`src/rtl/bcs_pkg.sv`:
```
package bcs_pkg;

   typedef enum logic [1:0] {
      PH_IDLE  = 2'd0,
      PH_START = 2'd1,
      PH_XFER  = 2'd2,
      PH_END   = 2'd3
   } bcs_phase_e;

   // {bs_n, ts_n} for a phase
   function automatic logic [1:0] strobe_code(bcs_phase_e ph);
      logic [1:0] code;
      case (ph)
         PH_START: code = 2'b01;
         PH_XFER:  code = 2'b00;
         PH_END:   code = 2'b10;
         default:  code = 2'b11;
      endcase
      return code;
   endfunction

endpackage

```
`src/rtl/bcs_sync.sv`:
```
module bcs_sync #(
   parameter int STAGES = 2
) (
   input  logic clk,
   input  logic rst_n,
   input  logic d_in,
   output logic q_out
);
   generate
      if (STAGES < 1) begin : g_bad
         $error("bcs_sync: STAGES must be at least 1");
      end
      if (STAGES == 1) begin : g_one
         logic q_r;
         always_ff @(posedge clk or negedge rst_n) begin
            if (!rst_n) q_r <= 1'b0;
            else        q_r <= d_in;
         end
         assign q_out = q_r;
      end else begin : g_chain
         logic [STAGES-1:0] chain_r;
         always_ff @(posedge clk or negedge rst_n) begin
            if (!rst_n) chain_r <= '0;
            else        chain_r <= {chain_r[STAGES-2:0], d_in};
         end
         assign q_out = chain_r[STAGES-1];
      end
   endgenerate
endmodule

```
`src/rtl/bcs_wait_ctr.sv`:
```
module bcs_wait_ctr #(
   parameter int WAIT_W = 4
) (
   input  logic              clk,
   input  logic              rst_n,
   input  logic              load,
   input  logic [WAIT_W-1:0] load_val,
   input  logic              step,
   output logic              expired
);
   generate
      if (WAIT_W < 1) begin : g_bad
         $error("bcs_wait_ctr: WAIT_W must be at least 1");
      end
   endgenerate

   logic [WAIT_W-1:0] cnt_r;
   logic              is_zero;

   assign is_zero = (cnt_r == '0);

   always_ff @(posedge clk or negedge rst_n) begin
      if (!rst_n) begin
         cnt_r <= '0;
      end else if (load) begin
         cnt_r <= load_val;
      end else if (step && !is_zero) begin
         cnt_r <= cnt_r - 1'b1;
      end
   end

   assign expired = is_zero;
endmodule

```
`src/rtl/bcs_req_hold.sv`:
```
module bcs_req_hold #(
   parameter int ADDR_W = 32,
   parameter int DATA_W = 32,
   parameter int WAIT_W = 4
) (
   input  logic              clk,
   input  logic              rst_n,
   input  logic              load,
   input  logic              take,
   input  logic              in_write,
   input  logic              in_rmw,
   input  logic [ADDR_W-1:0] in_addr,
   input  logic [DATA_W-1:0] in_wdata,
   input  logic [WAIT_W-1:0] in_wait,
   output logic              hold_valid,
   output logic              hold_write,
   output logic              hold_rmw,
   output logic [ADDR_W-1:0] hold_addr,
   output logic [DATA_W-1:0] hold_wdata,
   output logic [WAIT_W-1:0] hold_wait
);
   always_ff @(posedge clk or negedge rst_n) begin
      if (!rst_n) begin
         hold_valid <= 1'b0;
         hold_write <= 1'b0;
         hold_rmw   <= 1'b0;
         hold_addr  <= '0;
         hold_wdata <= '0;
         hold_wait  <= '0;
      end else begin
         if (load) begin
            hold_valid <= 1'b1;
            hold_write <= in_write;
            hold_rmw   <= in_rmw;
            hold_addr  <= in_addr;
            hold_wdata <= in_wdata;
            hold_wait  <= in_wait;
         end else if (take) begin
            hold_valid <= 1'b0;
         end
      end
   end
endmodule

```
`src/rtl/bus_cycle_seq.sv`:
```
module bus_cycle_seq
   import bcs_pkg::*;
#(
   parameter int ADDR_W      = 32,
   parameter int DATA_W      = 32,
   parameter int WAIT_W      = 4,
   parameter int SYNC_STAGES = 2
) (
   input  logic              clk,
   input  logic              rst_n,
   input  logic              req_valid,
   input  logic              req_write,
   input  logic              req_rmw,
   input  logic [ADDR_W-1:0] req_addr,
   input  logic [DATA_W-1:0] req_wdata,
   input  logic [WAIT_W-1:0] req_wait,
   output logic [DATA_W-1:0] rd_data,
   output logic              done,
   input  logic              bus_master,
   input  logic              aen_n,
   input  logic              xack_n,
   input  logic [DATA_W-1:0] bus_din,
   output logic [ADDR_W-1:0] bus_addr,
   output logic [DATA_W-1:0] bus_dout,
   output logic              bs_n,
   output logic              ts_n,
   output logic              rw,
   output logic              lock_n,
   output logic              addr_oe,
   output logic              data_oe,
   output logic              ctl_oe
);
   generate
      if (ADDR_W < 1 || DATA_W < 1) begin : g_bad_width
         $error("bus_cycle_seq: ADDR_W and DATA_W must be positive");
      end
   endgenerate

   bcs_phase_e        phase_r, phase_nx;
   logic              cur_write_r;
   logic              rmw_tail_r;
   logic              lock_r;
   logic              done_r;
   logic [ADDR_W-1:0] addr_r;
   logic [DATA_W-1:0] wdata_r;
   logic [DATA_W-1:0] rdata_r;
   logic [WAIT_W-1:0] wait_r;

   logic              ack_sync;
   logic              wait_expired;
   logic              in_idle;
   logic              take_req;
   logic              hold_load;
   logic              hold_take;

   logic              hold_valid, hold_write, hold_rmw;
   logic [ADDR_W-1:0] hold_addr;
   logic [DATA_W-1:0] hold_wdata;
   logic [WAIT_W-1:0] hold_wait;

   logic              sel_write, sel_rmw;
   logic [ADDR_W-1:0] sel_addr;
   logic [DATA_W-1:0] sel_wdata;
   logic [WAIT_W-1:0] sel_wait;

   logic              xfer_leave;
   logic              end_chain;

   // acknowledge synchronizer
   bcs_sync #(.STAGES(SYNC_STAGES)) u_ack_sync (
      .clk   (clk),
      .rst_n (rst_n),
      .d_in  (~xack_n),
      .q_out (ack_sync)
   );

   // request slot for requests raised while busy
   assign in_idle   = (phase_r == PH_IDLE);
   assign hold_load = req_valid && (!in_idle || hold_valid);
   assign hold_take = in_idle && hold_valid;
   assign take_req  = in_idle && (hold_valid || req_valid);

   bcs_req_hold #(
      .ADDR_W (ADDR_W),
      .DATA_W (DATA_W),
      .WAIT_W (WAIT_W)
   ) u_hold (
      .clk        (clk),
      .rst_n      (rst_n),
      .load       (hold_load),
      .take       (hold_take),
      .in_write   (req_write),
      .in_rmw     (req_rmw),
      .in_addr    (req_addr),
      .in_wdata   (req_wdata),
      .in_wait    (req_wait),
      .hold_valid (hold_valid),
      .hold_write (hold_write),
      .hold_rmw   (hold_rmw),
      .hold_addr  (hold_addr),
      .hold_wdata (hold_wdata),
      .hold_wait  (hold_wait)
   );

   always_comb begin
      if (hold_valid) begin
         sel_write = hold_write;
         sel_rmw   = hold_rmw;
         sel_addr  = hold_addr;
         sel_wdata = hold_wdata;
         sel_wait  = hold_wait;
      end else begin
         sel_write = req_write;
         sel_rmw   = req_rmw;
         sel_addr  = req_addr;
         sel_wdata = req_wdata;
         sel_wait  = req_wait;
      end
   end

   // wait-state counter, loaded at the start phase
   bcs_wait_ctr #(.WAIT_W(WAIT_W)) u_wait (
      .clk      (clk),
      .rst_n    (rst_n),
      .load     (phase_r == PH_START),
      .load_val (wait_r),
      .step     (phase_r == PH_XFER),
      .expired  (wait_expired)
   );

   assign xfer_leave = wait_expired && ack_sync;
   assign end_chain  = rmw_tail_r;

   always_comb begin
      phase_nx = phase_r;
      case (phase_r)
         PH_IDLE:  if (take_req) phase_nx = PH_START;
         PH_START: phase_nx = PH_XFER;
         PH_XFER:  if (xfer_leave) phase_nx = PH_END;
         PH_END:   phase_nx = end_chain ? PH_START : PH_IDLE;
         default:  phase_nx = PH_IDLE;
      endcase
   end

   always_ff @(posedge clk or negedge rst_n) begin
      if (!rst_n) begin
         phase_r     <= PH_IDLE;
         cur_write_r <= 1'b0;
         rmw_tail_r  <= 1'b0;
         lock_r      <= 1'b0;
         done_r      <= 1'b0;
         addr_r      <= '0;
         wdata_r     <= '0;
         rdata_r     <= '0;
         wait_r      <= '0;
      end else begin
         phase_r <= phase_nx;
         done_r  <= 1'b0;
         case (phase_r)
            PH_IDLE: begin
               if (take_req) begin
                  addr_r      <= sel_addr;
                  wdata_r     <= sel_wdata;
                  wait_r      <= sel_wait;
                  rmw_tail_r  <= sel_rmw;
                  cur_write_r <= sel_rmw ? 1'b0 : sel_write;
                  lock_r      <= sel_rmw;
               end
            end
            PH_END: begin
               if (!cur_write_r) rdata_r <= bus_din;
               if (end_chain) begin
                  cur_write_r <= 1'b1;
                  rmw_tail_r  <= 1'b0;
               end else begin
                  cur_write_r <= 1'b0;
                  lock_r      <= 1'b0;
                  done_r      <= 1'b1;
               end
            end
            default: ;
         endcase
      end
   end

   // outputs
   logic [1:0] code;
   assign code     = strobe_code(phase_r);
   assign bs_n     = code[1];
   assign ts_n     = code[0];
   assign rw       = !(cur_write_r && !in_idle);
   assign lock_n   = !lock_r;
   assign bus_addr = addr_r;
   assign bus_dout = wdata_r;
   assign rd_data  = rdata_r;
   assign done     = done_r;
   assign ctl_oe   = bus_master;
   assign addr_oe  = bus_master && !aen_n;
   assign data_oe  = bus_master && cur_write_r && !in_idle;

endmodule

```
`config.mk`:
```
export PLATFORM = sky130hd
export DESIGN_NAME = bus_cycle_seq
export DESIGN_NICKNAME = d
export VERILOG_FILES = /design/src/rtl/bcs_pkg.sv /design/src/rtl/bcs_sync.sv /design/src/rtl/bcs_wait_ctr.sv /design/src/rtl/bcs_req_hold.sv /design/src/rtl/bus_cycle_seq.sv
export SDC_FILE = /design/constraint.sdc
export NUM_CORES = 1
export LEC_CHECK = 0
export ABC_CLOCK_PERIOD_IN_PS = 1850
export CELL_PAD_IN_SITES_DETAIL_PLACEMENT = 1
export CELL_PAD_IN_SITES_GLOBAL_PLACEMENT = 1
export CORE_AREA = 4 4 215 154
export DETAILED_ROUTE_END_ITERATION = 10
export DIE_AREA = 0 0 219 158
export GPL_TIMING_DRIVEN = 1
export PLACE_DENSITY_LB_ADDON = 0.25
export SYNTH_ARGS = -nofsm -noshare
export SYNTH_HDL_FRONTEND = slang
export SYNTH_SLANG_ARGS = --single-unit
```
`constraint.sdc`:
```
create_clock -name clk -period 1.85 [get_ports clk]
set_clock_uncertainty 0.2 [all_clocks]
set_input_delay 0.37 -clock clk [delete_from_list [all_inputs] [get_ports clk]]
set_output_delay 0.37 -clock clk [all_outputs]
set_load 0.02 [all_outputs]
```
; Word-level counts from Yosys, hierarchy flattened
; Index checks and enable logic that the tools add are counted.
; W data, S select, Z words.
[word_totals]
output_inout_bits = 104
word_cells = 76
in_bits = 108
regBits = 183
[op_classes]
n_mux = 24
n_eq_ne = 6
n_reduce_logical = 26
addsub = 1
n_bitwise = 2
[ops]
columns = operator, count
row1 = $mux W32, 2
row2 = $mux W1, 12
row3 = $mux W4, 3
row4 = $logic_and A1 B1 Y1, 9
row5 = $pmux W2 S4, 1
row6 = $reduce_and A2 Y1, 4
row7 = $pmux W1 S2, 3
row8 = $pmux W2 S3, 1
row9 = $reduce_bool A2 Y1, 3
row10 = $logic_not A1 Y1, 5
row11 = $eq A2 B2 Y1 const B, 2
row12 = $logic_not A4 Y1, 1
row13 = $mux W2, 2
row14 = $ne A2 B2 Y1 const B, 2
row15 = $sub A4 B1 Y4 const B, 1
row16 = $reduce_and A3 Y1, 1
row17 = $eq A2 B1 Y1 const B, 1
row18 = $logic_not A2 Y1, 1
row19 = $logic_or A1 B1 Y1, 2
row20 = $ne A2 B1 Y1 const B, 1
row21 = $not A1 Y1, 2

; Longest topological paths before layout
[logic_depth]
depth_word = 5
depth_mapped = 8
mapped_depth_nobuf = 6

; By module
; Synthesis repeated with hierarchy kept, for this count alone.
[hier_totals]
cells_unflattened = 595
area_unflattened_um2 = 8287.9
[modules_own_cells]
columns = module, cells_per_inst, area_per_inst_um2, n_inst
row1 = bus_cycle_seq, 415, 4981.0, 1
row2 = bcs_req_hold, 151, 2986.6, 1
row3 = bcs_wait_ctr, 27, 270.3, 1
row4 = bcs_sync, 2, 50.0, 1

; Worst setup path before layout
; Ideal clock, no wire load.
[synth_timing]
kind = flip-flop to flip-flop
from = register phase_r[0]
to = register u_hold.hold_addr[10]
path_stages_with_launch = 7
arrival_ns = 1.648
slack_ns = -0.123
required_time_ns = 1.525
path_buffers = 1
cell_sequence = dfrtp_1 -> inv_1 -> ha_1 -> inv_1 -> o21ai_4 -> clkbuf_8 -> mux2_2
[synth_via]
elab_chain_cells = 4
[synth_rtl]
columns = element, line
row1 = "start, declared", bus_cycle_seq.sv:39  ; bcs_phase_e phase_r, phase_nx;
row2 = "start signal, assigned", bus_cycle_seq.sv:157  ; phase_r <= phase_nx;
row3 = $logic_not A2 Y1, bus_cycle_seq.sv:78  ; assign in_idle = (phase_r == PH_IDLE);
row4 = $logic_not A1 Y1, bus_cycle_seq.sv:79  ; assign hold_load = req_valid && (!in_idle || hold_valid);
row5 = $logic_or A1 B1 Y1, bus_cycle_seq.sv:79
row6 = $logic_and A1 B1 Y1, bus_cycle_seq.sv:79
row7 = "end signal, assigned", bcs_req_hold.sv:35  ; hold_addr <= in_addr;
row8 = "end, declared", bcs_req_hold.sv:18  ; output logic [ADDR_W-1:0] hold_addr,
; Every way passes these cells.
; A chain may end at the register's enable or synchronous reset.

; Final worst setup path
[layout_timing]
from = register phase_r[0]
to = output data_oe
[layout_via]
elab_chain_cells = 3
[layout_rtl]
columns = element, line
row1 = $logic_not A2 Y1, bus_cycle_seq.sv:78
row2 = $logic_not A1 Y1, bus_cycle_seq.sv:199  ; assign data_oe = bus_master && cur_write_r && !in_idle;
row3 = $logic_and A1 B1 Y1, bus_cycle_seq.sv:199
row4 = "end, declared", bus_cycle_seq.sv:30  ; output logic data_oe,
; Every way passes these cells.

==> reports/results.md <==
| Metric | Value | Unit |
|---|---|---|
| Run status | finished with violations | - |
| Violations in the final reports | setup timing | - |
| Vias in the first global route | 5995 | - |
| Largest fanout of any net on the critical path | 4 | - |
| Initial core utilization | 0.247 | - |
| Most common cell after layout, fill and taps aside | dfrtp_1 | - |
| Fraction of layout cells with a size suffix above 1 | 0.271 | - |
| Commonest cells after routing, fill and taps aside | dfrtp_1 (182), clkdlybuf4s50_1 (106), dlygate4sd2_1 (98), nand2_1 (78), mux2_4 (70) | - |
| Post-detailed-route count of antenna-violating nets | 0 | - |
| Synth warnings | 0 | - |
| Maximum number of buffers from clock root to sink | 2 | - |
| Final Total Pwr | 19.3 | mW |
| Post-Synthesis Net Count | 702 | - |
| Tot GR Track Use | 0.132 | - |
| Largest net degree at the start of global routing | 55 | - |
| Areal power density over the cells | 1620 | nW/um^2 |
| Final hold violations | 0 | - |
| GPL Wtd Cong | 0.684 | - |
| Count of pins over their slew limit | 0 | - |
| Total gr overflow | 0 | - |
| Number of cells produced by synthesis | 589 | - |
| Post-DR vias/cell | 4.24 | - |
| Remaining max-slew budget at the tightest pin | 0.701 | - |
| Max-cap check violation count | 0 | - |
| Leakage power | 5.74 | nW |
| Crit path from | phase_r[0]$_DFFE_PN0P_ | - |
| Post-CTS clock slew at the launch and capture registers of the worst setup and hold paths | 0.07 | ns |
| TritonCTS clock tree | yes | - |
| Area growth from synthesis to layout | 55.5 | % |
| Post-synthesis register bit count | 183 | - |
| Sequential-to-total area share from yosys stat | 0.598 | - |
| Maximum frequency from static timing analysis | 493 | MHz |
| Std-Cell Rows | 54 | - |
| Insertion delay of the later-clocked pin in the worst-skew pair | 0.44 | ns |
| Unrepaired setup endpoints after global routing | yes | - |
| Source of the worst hold timing path | u_ack_sync.g_chain.chain_r[0]$_DFF_PN0_ | - |
| Antenna cell count | 0 | - |
| Total standard cell area after synthesis | 7660 | um^2 |
| Detailed-placement wirelength estimate | 14800 | um |
| DRC violations left | 0 | - |
| Width of the chip | 219 | um |
| Wire length of the first global-routing pass | 35100 | um |
| Worst path required time | 1.28 | ns |
| Fin nets | 967 | - |
| Setup TNS | -6.29 | ns |
| Setup violators final | 134 | - |
| IO buf count | 211 | - |
| Kind of end point of the critical path | output port | - |
| Area of the die | 34600 | um^2 |
| Arrival time at the worst endpoint | 1.46 | ns |
| TritonCTS Buffers | 17 | - |
| Number of optimization iterations in the first detailed-route pass | 4 | - |
| Type of the tightest min-delay check | reg -> reg | - |
| Min cycle time layout | 2.03 | ns |
| Critical R2R Launch | phase_r[1]$_DFFE_PN0P_ | - |
| DRC marker count from the first detailed-route iteration | 195 | - |
| Total Routed Length | 23500 | um |
| Number of vias in the routed layout | 5459 | - |
| Crit path setup slack, layout | -0.179 | ns |
| CORE AREA | 30900 | um^2 |
| Top Ports | 212 | - |
| Slew of the pin with the lowest slew margin | 0.448 | ns |
| Max VDD drop | 0.000548 | V |
| DR WL/cell | 18.3 | um |
| Mapped Avg Cell Area | 13.0 | um^2 |
| Sink Count | 183 | - |
| H-tree depth | 4 | - |
| Number of antenna violations at the first check in global routing | 1 | - |
| Final cycle utilization of the critical path | 1.10 | - |
| Synth cell types | 36 | - |
| Height of the die | 158 | um |
| CP Launch Type | register | - |
| Root Buffer | clkbuf_16 | - |
| Setup slack of the worst register-to-register path | -0.12 | ns |
| Critical path class | reg -> out | - |
critical path: stages, from the launching register on:
cell and delay, ns:
dfrtp_1 0.41, inv_2 0.07, ha_4 0.18, inv_6 0.08, and3_4 0.18, buf_6 0.11
final cells by class:
type | count | area, um^2
clock buffer | 21 | 450
clock inverter | 11 | 98.8
fill | 3322 | 19000
inverter | 9 | 38.8
multi-input combinational | 361 | 3210
sequential | 183 | 4580
tap | 420 | 526
timing repair buffer | 282 | 3000
synth_stat cells, drive strengths merged:
library cell | n | area (um^2)
dfrtp | 183 | 4580
mux2 | 103 | 1160
nand2 | 79 | 297
o21ai | 76 | 392
mux2i | 68 | 681
buf | 22 | 156
clkbuf | 14 | 82.6
inv | 9 | 33.8
nor2b | 6 | 37.5
ha | 5 | 62.6
a211oi | 3 | 27.5
a21oi | 3 | 15.0
nor2 | 2 | 7.51
nor3b | 2 | 15.0
a21o | 1 | 7.51
a22oi | 1 | 7.51
a31oi | 1 | 6.26
and2 | 1 | 6.26
and3 | 1 | 6.26
maj3 | 1 | 10.0
nand3b | 1 | 7.51
nor3 | 1 | 5.00
o21bai | 1 | 7.51
o311ai | 1 | 8.76
or2 | 1 | 6.26
or3b | 1 | 8.76
or4b | 1 | 13.8
xnor2 | 1 | 8.76
flip-flops by register name, summed over array words and instances, names as in the netlist:
signal,flops
bus_addr,32
bus_dout,32
rd_data,32
u_hold.hold_addr,32
u_hold.hold_wdata,32
u_hold.hold_wait,4
u_wait.cnt_r,4
wait_r,4
phase_r,2
u_ack_sync.g_chain.chain_r,2
cur_write_r,1
done,1
end_chain,1
lock_r,1
u_hold.hold_rmw,1
u_hold.hold_valid,1
u_hold.hold_write,1
stage by stage:
stage                     cell area [um^2]  hold WS, ns  setup slack (ns)  instances   util
after floorplan                       7680       -0.126          -0.00882        589      -
after global placement               10600        0.133            -0.327       1228  0.344
after detailed placement             10600        0.136            -0.348       1228  0.344
after CTS                            11400        0.153            -0.226       1268  0.369
after global routing                 11900        0.155            -0.265       1287  0.385
final                                11900        0.152            -0.179       1287  0.385
kinds of logic after synthesis:
group | Yosys count | synth area share
XOR/XNOR | 1 | 0.00114
multiplexers | 171 | 0.240
flip-flops | 183 | 0.598
buffers and inverters | 45 | 0.0356
AO/OA/AOI/OAI | 87 | 0.0616
adder cells (fa/ha/maj) | 6 | 0.00948
AND/OR/NAND/NOR | 96 | 0.0536
report_power, final:
group	internal, mW	switching [mW]	leakage, nW
Combinational	4.61	4.79	3.28
Sequential	5.57	0.810	2.20
Clock	1.89	1.66	0.264
Total	12.1	7.27	5.74
final timing paths:
path	endpoint	cells after the start
max in group asynchronous	bus_dout[19]$_DFFE_PN0P_	3
setup reg to reg	u_hold.hold_wdata[14]$_DFFE_PN0P_	8
hold / removal	u_ack_sync.g_chain.chain_r[1]$_DFF_PN0_	0
min in group asynchronous	u_hold.hold_addr[9]$_DFFE_PN0P_	2
hold reg to reg	u_ack_sync.g_chain.chain_r[1]$_DFF_PN0_	0
setup / recovery	data_oe	5
timing repair:
action / CTS / global route
hold buffers: 1 / 0
gates cloned: 2 / 9
setup buffers: 6 / 13
pin swaps: 6 / 6
setup endpoints to repair: 180 / 113
endpoints found under the hold margin: 34 / 0
resized for setup: 182 / 108
routing by layer:
metal	wire, um	part of all wire	vias up	global-route usage
li1	-	-	2578	-
met1	11100	0.47	2750	0.176
met2	10500	0.45	109	0.199
met3	1620	0.069	20	0.0533
met4	315	0.013	2	0.0388
met5	13	0.00055	-	0
No activity file was read; power rests on OpenSTA's default activity.
